File: src/rtl/tmr_pkg.sv
`timescale 1ns/1ps
package tmr_pkg;
    localparam logic [2:0] A_CTRL = 3'd0;
    localparam logic [2:0] A_MODE = 3'd1;
    localparam logic [2:0] A_RA   = 3'd2;
    localparam logic [2:0] A_RC   = 3'd3;
    localparam logic [2:0] A_CNT  = 3'd4;
    localparam logic [2:0] A_STAT = 3'd5;
    localparam logic [2:0] A_IEN  = 3'd6;
    localparam logic [2:0] A_IDIS = 3'd7;

    localparam int CMD_ON   = 0;
    localparam int CMD_OFF  = 1;
    localparam int CMD_TRIG = 2;
    localparam int STAT_RUN = 8;

    typedef struct packed {
        logic       pin_clr;
        logic       pin_set;
        logic       stop;
        logic       auto_rst;
        logic [2:0] sel;
    } mode_t;

    typedef struct packed {
        logic wrap;
        logic ra;
        logic rc;
    } evt_t;
endpackage

File: src/rtl/tmr_prescale.sv
`timescale 1ns/1ps
module tmr_prescale #(
    parameter int DIV_LOG0 = 1,
    parameter int DIV_STEP = 2,
    parameter int N_DIV    = 4
) (
    input  logic       clk,
    input  logic       rst_n,
    input  logic       trig,
    input  logic [2:0] sel,
    input  logic       slow_in,
    input  logic       ext_in,
    output logic       tick
);
    localparam int PRE_W = DIV_LOG0 + DIV_STEP * (N_DIV - 1);

    typedef struct packed {
        logic [PRE_W-1:0] pre;
        logic             slow;
        logic             ext;
    } pst_t;

    pst_t s_d, s_q;
    logic [N_DIV-1:0] div_tick;

    for (genvar i = 0; i < N_DIV; i++) begin : g_div
        localparam int L = DIV_LOG0 + DIV_STEP * i;
        assign div_tick[i] = &s_q.pre[L-1:0];
    end

    always_comb begin
        s_d      = s_q;
        s_d.pre  = trig ? '0 : s_q.pre + 1'b1;
        s_d.slow = slow_in;
        s_d.ext  = ext_in;
        tick     = 1'b0;
        for (int i = 0; i < N_DIV; i++) begin
            if (sel == 3'(i)) tick = div_tick[i];
        end
        if (sel == 3'(N_DIV))     tick = slow_in & ~s_q.slow;
        if (sel == 3'(N_DIV + 1)) tick = ext_in & ~s_q.ext;
    end

    always_ff @(posedge clk) begin
        if (!rst_n) s_q <= '0;
        else        s_q <= s_d;
    end
endmodule

File: src/rtl/tmr_core.sv
`timescale 1ns/1ps
module tmr_core
    import tmr_pkg::*;
#(
    parameter int W = 16
) (
    input  logic         clk,
    input  logic         rst_n,
    input  logic         tick,
    input  logic         clk_on,
    input  logic         clk_off,
    input  logic         trig,
    input  logic         auto_rst,
    input  logic         stop,
    input  logic [W-1:0] ra,
    input  logic [W-1:0] rc,
    output logic [W-1:0] cnt,
    output logic         running,
    output evt_t         evt
);
    localparam logic [W-1:0] CNT_MAX = '1;

    typedef struct packed {
        logic [W-1:0] cnt;
        logic         run;
    } cst_t;

    cst_t s_d, s_q;

    always_comb begin
        s_d = s_q;
        evt = '0;
        if (trig) begin
            s_d.cnt = '0;
        end else if (s_q.run && tick) begin
            if (auto_rst && s_q.cnt == rc) s_d.cnt = '0;
            else                           s_d.cnt = s_q.cnt + 1'b1;
            evt.wrap = !auto_rst && (s_q.cnt == CNT_MAX);
            evt.ra   = (s_d.cnt == ra);
            evt.rc   = (s_d.cnt == rc);
        end
        if (clk_on)          s_d.run = 1'b1;
        if (evt.rc && stop)  s_d.run = 1'b0;
        if (clk_off)         s_d.run = 1'b0;
    end

    always_ff @(posedge clk) begin
        if (!rst_n) s_q <= '0;
        else        s_q <= s_d;
    end

    assign cnt     = s_q.cnt;
    assign running = s_q.run;
endmodule

File: src/rtl/tmr_channel.sv
`timescale 1ns/1ps
module tmr_channel
    import tmr_pkg::*;
#(
    parameter int CNT_W    = 16,
    parameter int DIV_LOG0 = 1,
    parameter int DIV_STEP = 2,
    parameter int N_DIV    = 4
) (
    input  logic             clk,
    input  logic             rst_n,
    input  logic             wr_en,
    input  logic             rd_en,
    input  logic [2:0]       addr,
    input  logic [CNT_W-1:0] wdata,
    output logic [CNT_W-1:0] rdata,
    input  logic             slow_in,
    input  logic             ext_in,
    output logic             pin_out,
    output logic             irq
);
    typedef struct packed {
        mode_t            mode;
        logic [CNT_W-1:0] ra;
        logic [CNT_W-1:0] rc;
        logic [2:0]       mask;
        logic [2:0]       flags;
        logic             pin;
    } rst_t;

    rst_t s_d, s_q;
    logic ctrl_wr, stat_rd, tick, running;
    logic [CNT_W-1:0] cnt;
    evt_t evt;

    assign ctrl_wr = wr_en && (addr == A_CTRL);
    assign stat_rd = rd_en && (addr == A_STAT);

    tmr_prescale #(.DIV_LOG0(DIV_LOG0), .DIV_STEP(DIV_STEP), .N_DIV(N_DIV)) i_pre (
        .clk(clk), .rst_n(rst_n), .trig(ctrl_wr && wdata[CMD_TRIG]),
        .sel(s_q.mode.sel), .slow_in(slow_in), .ext_in(ext_in), .tick(tick)
    );

    tmr_core #(.W(CNT_W)) i_core (
        .clk(clk), .rst_n(rst_n), .tick(tick),
        .clk_on(ctrl_wr && wdata[CMD_ON]), .clk_off(ctrl_wr && wdata[CMD_OFF]),
        .trig(ctrl_wr && wdata[CMD_TRIG]),
        .auto_rst(s_q.mode.auto_rst), .stop(s_q.mode.stop),
        .ra(s_q.ra), .rc(s_q.rc), .cnt(cnt), .running(running), .evt(evt)
    );

    always_comb begin
        s_d = s_q;
        if (wr_en) begin
            case (addr)
                A_MODE:  s_d.mode = mode_t'(wdata[6:0]);
                A_RA:    s_d.ra   = wdata;
                A_RC:    s_d.rc   = wdata;
                A_IEN:   s_d.mask = s_q.mask | wdata[2:0];
                A_IDIS:  s_d.mask = s_q.mask & ~wdata[2:0];
                default: ;
            endcase
        end
        s_d.flags = (stat_rd ? 3'b000 : s_q.flags) | evt;
        if (evt.ra && s_q.mode.pin_set) s_d.pin = 1'b1;
        if (evt.rc && s_q.mode.pin_clr) s_d.pin = 1'b0;
    end

    always_ff @(posedge clk) begin
        if (!rst_n) s_q <= '0;
        else        s_q <= s_d;
    end

    always_comb begin
        rdata = '0;
        case (addr)
            A_MODE: rdata[6:0] = s_q.mode;
            A_RA:   rdata      = s_q.ra;
            A_RC:   rdata      = s_q.rc;
            A_CNT:  rdata      = cnt;
            A_STAT: begin
                rdata[2:0]     = s_q.flags;
                rdata[STAT_RUN] = running;
            end
            A_IEN:  rdata[2:0] = s_q.mask;
            default: ;
        endcase
    end

    assign pin_out = s_q.pin;
    assign irq     = |(s_q.flags & s_q.mask);
endmodule

File: config.mk
export PLATFORM = sky130hd
export DESIGN_NAME = tmr_channel
export DESIGN_NICKNAME = d
export VERILOG_FILES = /design/src/rtl/tmr_pkg.sv /design/src/rtl/tmr_prescale.sv /design/src/rtl/tmr_core.sv /design/src/rtl/tmr_channel.sv
export SDC_FILE = /design/constraint.sdc
export NUM_CORES = 1
export LEC_CHECK = 0
export ABC_AREA = 1
export CAP_MARGIN = 15
export CORE_MARGIN = 3
export CORE_UTILIZATION = 40
export DETAILED_ROUTE_END_ITERATION = 16
export HOLD_SLACK_MARGIN = 0.03
export PLACE_DENSITY = 0.67
export SYNTH_ARGS = -nofsm -noshare
export SYNTH_HDL_FRONTEND = slang
export SYNTH_SLANG_ARGS = --single-unit
File: constraint.sdc
create_clock -name clk -period 3.3 [get_ports clk]
set_input_delay 0.33 -clock clk [delete_from_list [all_inputs] [get_ports clk]]
set_output_delay 0.33 -clock clk [all_outputs]
set_load 0.005 [all_outputs]
==> impl_metrics.yaml, run 1 <==
run_status:
  outcome: "finished, final reports clean"
floorplanning:
  rows: 37
  die_area_um2: 12200
  die_width_um: 110
  io_pins: 43
  dieHeight_um: 110
  core_um2: 10500
  start_util_pct: 41.7
sta:
  period_share_pct: 88.5
  finalSetupViolCount: 0
  tightestPinTransition_ns: 0.919
  drv_slew: 0
  tns_ns: 0
  hold_viol_final: 0
  rsz0062_at_grt: "no"
  min_period_ns: 2.92
  fin_skew_ns: 0.00937
  slew_headroom_pct: 38.6
  maxClockFrequency_mhz: 342
logic_synthesis:
  synth_mux_area_share_pct: 0
  synth-simple-area-share_pct: 32.8
  netlist_area_um2: 4370
  yosysUniqueCellTypes: 36
  synth_xor_area_share_pct: 2.21
  synth_compound_area_share_pct: 20.2
  yosysSeqAreaShare_pct: 33.0
  syn-num-nets: 728
  synth-adder-area-share_pct: 1.43
  synth_top_family_by_area: "simple AND/OR/NAND/NOR gates"
  ys_top_cells_by_area: "dfxtp_1 (33%), nand2_1 (16%), o21ai_0 (8.3%), inv_1 (7.1%), a21oi_1 (7.0%)"
  yosys_warnings: 0
  synthDominantCellAreaShare_pct: 33.0
  synth_top_cell_by_area: "dfxtp_1"
  synth_cells: 698
  postSynthAreaPerCell_um2: 6.25
  yosys_register_bits: 72
worst_setup_path:
  end_kind: "primary output"
  cpPeakStageDelay_ns: 0.57
  crit_type: "input port to primary output"
  path_buf_inv: 2
  crit_path_frequent_cell: "clkdlybuf4s50_1"
  crit_arrival_ns: 2.59
  cp_slowest_cell: "clkdlybuf4s50_1"
  worstPathRequired_ns: 2.97
  worstPathMaxFanout: 16
  cp-start-kind: "input port"
  critical-path-top-delay-family: "buffers and inverters"
  worstPathCellList: "clkdlybuf4s50_1, nor2_1, nand2_1, o22ai_1, a21oi_1, o21ai_0, clkdlybuf4s50_1"
finish:
  layout.nets: 765
  n_fill_cell: 1110
  antenna_cells: 0
  area_delta_synth_final_pct: 17.0
  finalInstanceArea_um2: 5110
  multi_input_area_um2: 2470
  final_common_cell: "nand2_1"
  final_cell_mix: "nand2_1 (187), inv_1 (82), o21ai_0 (72), dfxtp_1 (72), nor2_1 (71)"
  drive_gt1_share_pct: 6.62
  layoutNonFillerInstCount: 876
  post-route-util_pct: 48.8
  final-seq-area_um2: 1440
power_and_ir_drop:
  max-vdd-ir-drop_v: 0.000241
  p_per_area_nw_per_um2: 384
  p_leak_uw: 0.00212
place:
  placed_cell_area_um2: 4890
  post-dp-hpwl_um: 10700
  dp_cells: 860
  place.port_buffers: 42
  gp_congestion: 0.943
global_route:
  grt_use_total_pct: 22.7
  grt_pass1_vias: 4334
  antenna_found_initial: 0
  grt_pass1_wl_um: 22100
  grt_max_degree: 48
  overflow: 0
cts:
  cts.root.buffer_cell: "clkbuf_8"
  clockBufferDepth: 2
  postCtsHoldBufs: 0
  path_clk_slew_ns: 0.08
  cts_max_level: 3
  cts_sinks: 72
  cts_resized: 0
  postCtsSetupBuffers: 0
  cts_tree: "built"
  cts_buffers: 9
  clock_latency_ns: 0.37
worst_hold_path:
  hp-class: "register to register"
detailed_routing:
  wl_um: 14100
  ant_nets: 0
  wl_per_cell_um: 16.1
  dr_total_vias: 4823
  vias_per_cell: 5.51
  first_pass_iters: 6
  drt_iter0_drc: 561
  remaining_drc_errors: 0
run:
  drv_cap: 0
metal layers:
layer	up-vias	track usage [%]	wire length (um)
met2	235	35.2	6200
met3	35	4.33	1310
li1	2355	-	-
met4	0	8.29	445
met1	2198	31.3	6170
met5	-	0	0
path summary, 6_finish.rpt:
path / startpoint / endpoint / slack (ns) / depth (start not counted)
max: addr[0] / rdata[5] / 0.38 / 7
max reg2reg: i_core.cnt[12]$_SDFFE_PP0N_ / pin_out$_SDFFE_PP0P_ / 0.63 / 13
min reg2reg: i_pre.div_tick[0]$_SDFF_PP0_ / i_pre.div_tick[0]$_SDFF_PP0_ / 0.47 / 1
min: i_pre.div_tick[0]$_SDFF_PP0_ / i_pre.div_tick[0]$_SDFF_PP0_ / 0.47 / 1
kinds of logic (layout without fill, tap and decap cells):
kind of cell	count (synthesis)	in the layout
xor+xnor	11	11
compound gates	162	162
buf+inv	114	156
simple gates	334	334
flops	72	72
fa+ha+maj	5	5
cell type report:
class | instances | share of cell area [%]
multi-input cells | 512 | 48.4
inverters | 93 | 6.83
flip-flops and latches | 72 | 28.2
repair buffers | 47 | 8.96
clock inverters | 7 | 1.84
clock buffers | 9 | 2.42
well taps | 136 | 3.33
report_power, final:
group,switching [uW],internal [uW]
clock network,376,425
logic,154,90.9
registers,21.9,894
total,553,1410
registers in the layout (all words and copies together), names as in the netlist, named ones only:
register	count
i_core.cnt	16
s_q	42
i_pre.div_tick	1
i_core.running	1
i_pre.s_q	8
pin_out	1
per-stage QoR:
stage	hold WS, ns	total power, uW	setup WS [ns]
finish	0.467	1960	0.380
global route	0.512	2030	0.275
CTS	0.475	1960	0.413
detailed placement	0.455	1180	0.433
global placement	0.445	1170	0.515
floorplan	0.423	1080	1.40
cell usage after synthesis, drive strengths merged:
cell type and count:
nand3 49, nand2 192, o21ai 77, xor2 10
o221ai 9, nor3b 1, dfxtp 72, o2111ai 2
nand4 6, clkbuf 17, ha 5, nor2 79
inv 87, o22ai 8, xnor2 1, o21a 1
a21oi 62, clkinv 6, buf 4, nand3b 1
o211ai 1, nor3 6, a221o 1, a31o 1
(Power assumes the default switching activity.)
==> run 2: changes to the inputs <==
--- a/config.mk
+++ b/config.mk
@@ -9,6 +9,7 @@
 export CAP_MARGIN = 15
 export CORE_MARGIN = 3
 export CORE_UTILIZATION = 40
+export CTS_CLUSTER_DIAMETER = 120
 export DETAILED_ROUTE_END_ITERATION = 16
 export HOLD_SLACK_MARGIN = 0.03
 export PLACE_DENSITY = 0.67
==> results of run 2 <==
The final DEF is identical to that of run 1; final timing and power are the same.
==> run 3: changes to the inputs <==
--- a/config.mk
+++ b/config.mk
@@ -12,7 +12,7 @@
 export CTS_CLUSTER_DIAMETER = 120
 export DETAILED_ROUTE_END_ITERATION = 16
 export HOLD_SLACK_MARGIN = 0.03
-export PLACE_DENSITY = 0.67
+export PLACE_DENSITY = 0.7
 export SYNTH_ARGS = -nofsm -noshare
 export SYNTH_HDL_FRONTEND = slang
 export SYNTH_SLANG_ARGS = --single-unit
==> constraint.sdc (replaced) <==
create_clock -name clk -period 2.62 [get_ports clk]
set_input_delay 0.262 -clock clk [delete_from_list [all_inputs] [get_ports clk]]
set_output_delay 0.262 -clock clk [all_outputs]
set_load 0.005 [all_outputs]
==> run 3 against run 2 <==
Net effect: power increased by 21%; global-route usage increased by 0.70 points; sequential share of layout area decreased by 0.96 points; worst hold slack got worse by 0.020 ns; final cell count increased by 2.6%; largest power group unchanged.
==> impl_metrics.yaml, run 3 (same netlist as run 1, synthesis figures left out) <==
run_status:
  outcome: "finished, final reports clean"
sta:
  min_period_ns: 2.49
  fin_skew_ns: 0.00970
  maxClockFrequency_mhz: 402
  rsz0062_at_grt: "no"
  slew_headroom_pct: 56.3
  finalSetupViolCount: 0
  hold_viol_final: 0
  tightestPinTransition_ns: 0.654
  drv_slew: 0
  period_share_pct: 95.0
  tns_ns: 0
worst_setup_path:
  cp_slowest_cell: "dfxtp_1"
  r2r_start: "i_core.cnt[0]$_SDFFE_PP0N_"
  worstPathCellList: "ha_2, nand2_1, nor2_2, nand3_1, o21ai_0, nand3_1, buf_4, xor2_1, nor2_1, nand3_2, nor2_1, nor2_1"
  path_buf_inv: 1
  worstPathRequired_ns: 2.89
  startpoint: "i_core.cnt[0]$_SDFFE_PP0N_"
  critical-path-top-delay-family: "simple AND/OR/NAND/NOR gates"
  crit_type: "register to register"
  worstPathMaxFanout: 4
  crit_arrival_ns: 2.76
  end_kind: "register"
  cpPeakStageDelay_ns: 0.42
  crit_path_frequent_cell: "nor2_1"
  cp-start-kind: "register"
global_route:
  grt_use_total_pct: 23.4
  antenna_found_initial: 0
  grt_pass1_vias: 4470
  overflow: 0
  grt_max_degree: 48
  grt_pass1_wl_um: 22900
power_and_ir_drop:
  p_per_area_nw_per_um2: 449
  max-vdd-ir-drop_v: 0.000277
  finalPower_uw: 2380
  p_leak_uw: 0.00225
place:
  place.port_buffers: 42
  post-dp-hpwl_um: 11300
  placed_cell_area_um2: 5080
  dp_cells: 883
  gp_congestion: 0.972
cts:
  path_clk_slew_ns: 0.08
  cts_tree: "built"
  postCtsSetupBuffers: 0
  clock_latency_ns: 0.37
  cts_sinks: 72
  cts_buffers: 9
  clockBufferDepth: 2
  cts_max_level: 3
  postCtsHoldBufs: 0
  cts.root.buffer_cell: "clkbuf_8"
detailed_routing:
  remaining_drc_errors: 0
  dr_total_vias: 4889
  wl_um: 14400
  ant_nets: 0
  drt_iter0_drc: 584
  first_pass_iters: 5
  vias_per_cell: 5.44
  wl_per_cell_um: 16.0
finish:
  largest_reg_flops: 42
  layout.nets: 788
  layoutNonFillerInstCount: 899
  finalInstanceArea_um2: 5300
  area_delta_synth_final_pct: 21.4
  n_fill_cell: 1057
  drive_gt1_share_pct: 10.4
  regMostFlops: "s_q"
  post-route-util_pct: 50.6
  final_common_cell: "nand2_1"
  antenna_cells: 0
  final_cell_mix: "nand2_1 (185), inv_1 (82), o21ai_0 (72)"
floorplanning:
  io_pins: 43
  die_area_um2: 12200
  die_width_um: 110
  start_util_pct: 41.7
  core_um2: 10500
  rows: 37
  dieHeight_um: 110
worst_hold_path:
  hp-class: "input port to register"
  min_from: "slow_in"
run:
  drv_cap: 0
run 3: cell types whose count changed in the layout (fill, tap and decap cells not counted), sizes merged:
cell      delta
buf         +23
clkinv       +3
clkinvlp     -2
bufinv       -1
run 3: metal layers:
layer	track usage, %	share of wire, %	vias to the layer above
li1	-	-	2398
met1	32.7	44	2176
met2	34.7	42	266
met3	4.38	10	49
met4	10.8	3.8	0
met5	0	0	-
run 3: power by group:
group	switching, uW	internal, uW	total, uW	leakage, uW
Sequential	27.3	1130	1150	0.000585
Clock	461	441	903	0.000103
Combinational	199	126	326	0.00156
Total	688	1690	2380	0.00225
run 3: path summary, 6_finish.rpt:
path / end / slack, ns / cells past startpoint
worst max-delay path: i_core.running$_SDFFE_PP0P_ / 0.13 / 12
worst min-delay path: i_pre.s_q[1]$_SDFF_PN0_ / 0.45 / 3
worst max register to register: i_core.running$_SDFFE_PP0P_ / 0.13 / 12
worst min register to register: s_q[43]$_SDFFE_PN0P_ / 0.50 / 2
run 3: cell type report:
type | instances | area [um2] | share of cell area, %
clock buffers | 9 | 124 | 2.34
multi-input cells | 512 | 2500 | 47.1
flip-flops and latches | 72 | 1440 | 27.3
clock inverters | 7 | 71.3 | 1.35
repair buffers | 70 | 643 | 12.1
well taps | 136 | 170 | 3.21
inverters | 93 | 349 | 6.59
run 3: repair_timing:
item,CTS,global route
resized for setup,0,9
endpoints found under the hold margin,0,0
endpoints found under the setup margin,0,17
run 3: stage by stage:
step | hold slack (ns) | setup WS, ns
global route | 0.466 | 0.0199
finish | 0.447 | 0.130
global placement | 0.447 | 0.131
detailed placement | 0.483 | 0.0528
floorplan | 0.355 | 0.716
CTS | 0.446 | 0.0431
run 3: worst min-delay path, cell delays in order:
cell and delay (ns):
clkdlybuf4s50_1 0.41, nand2_1 0.07, inv_1 0.03
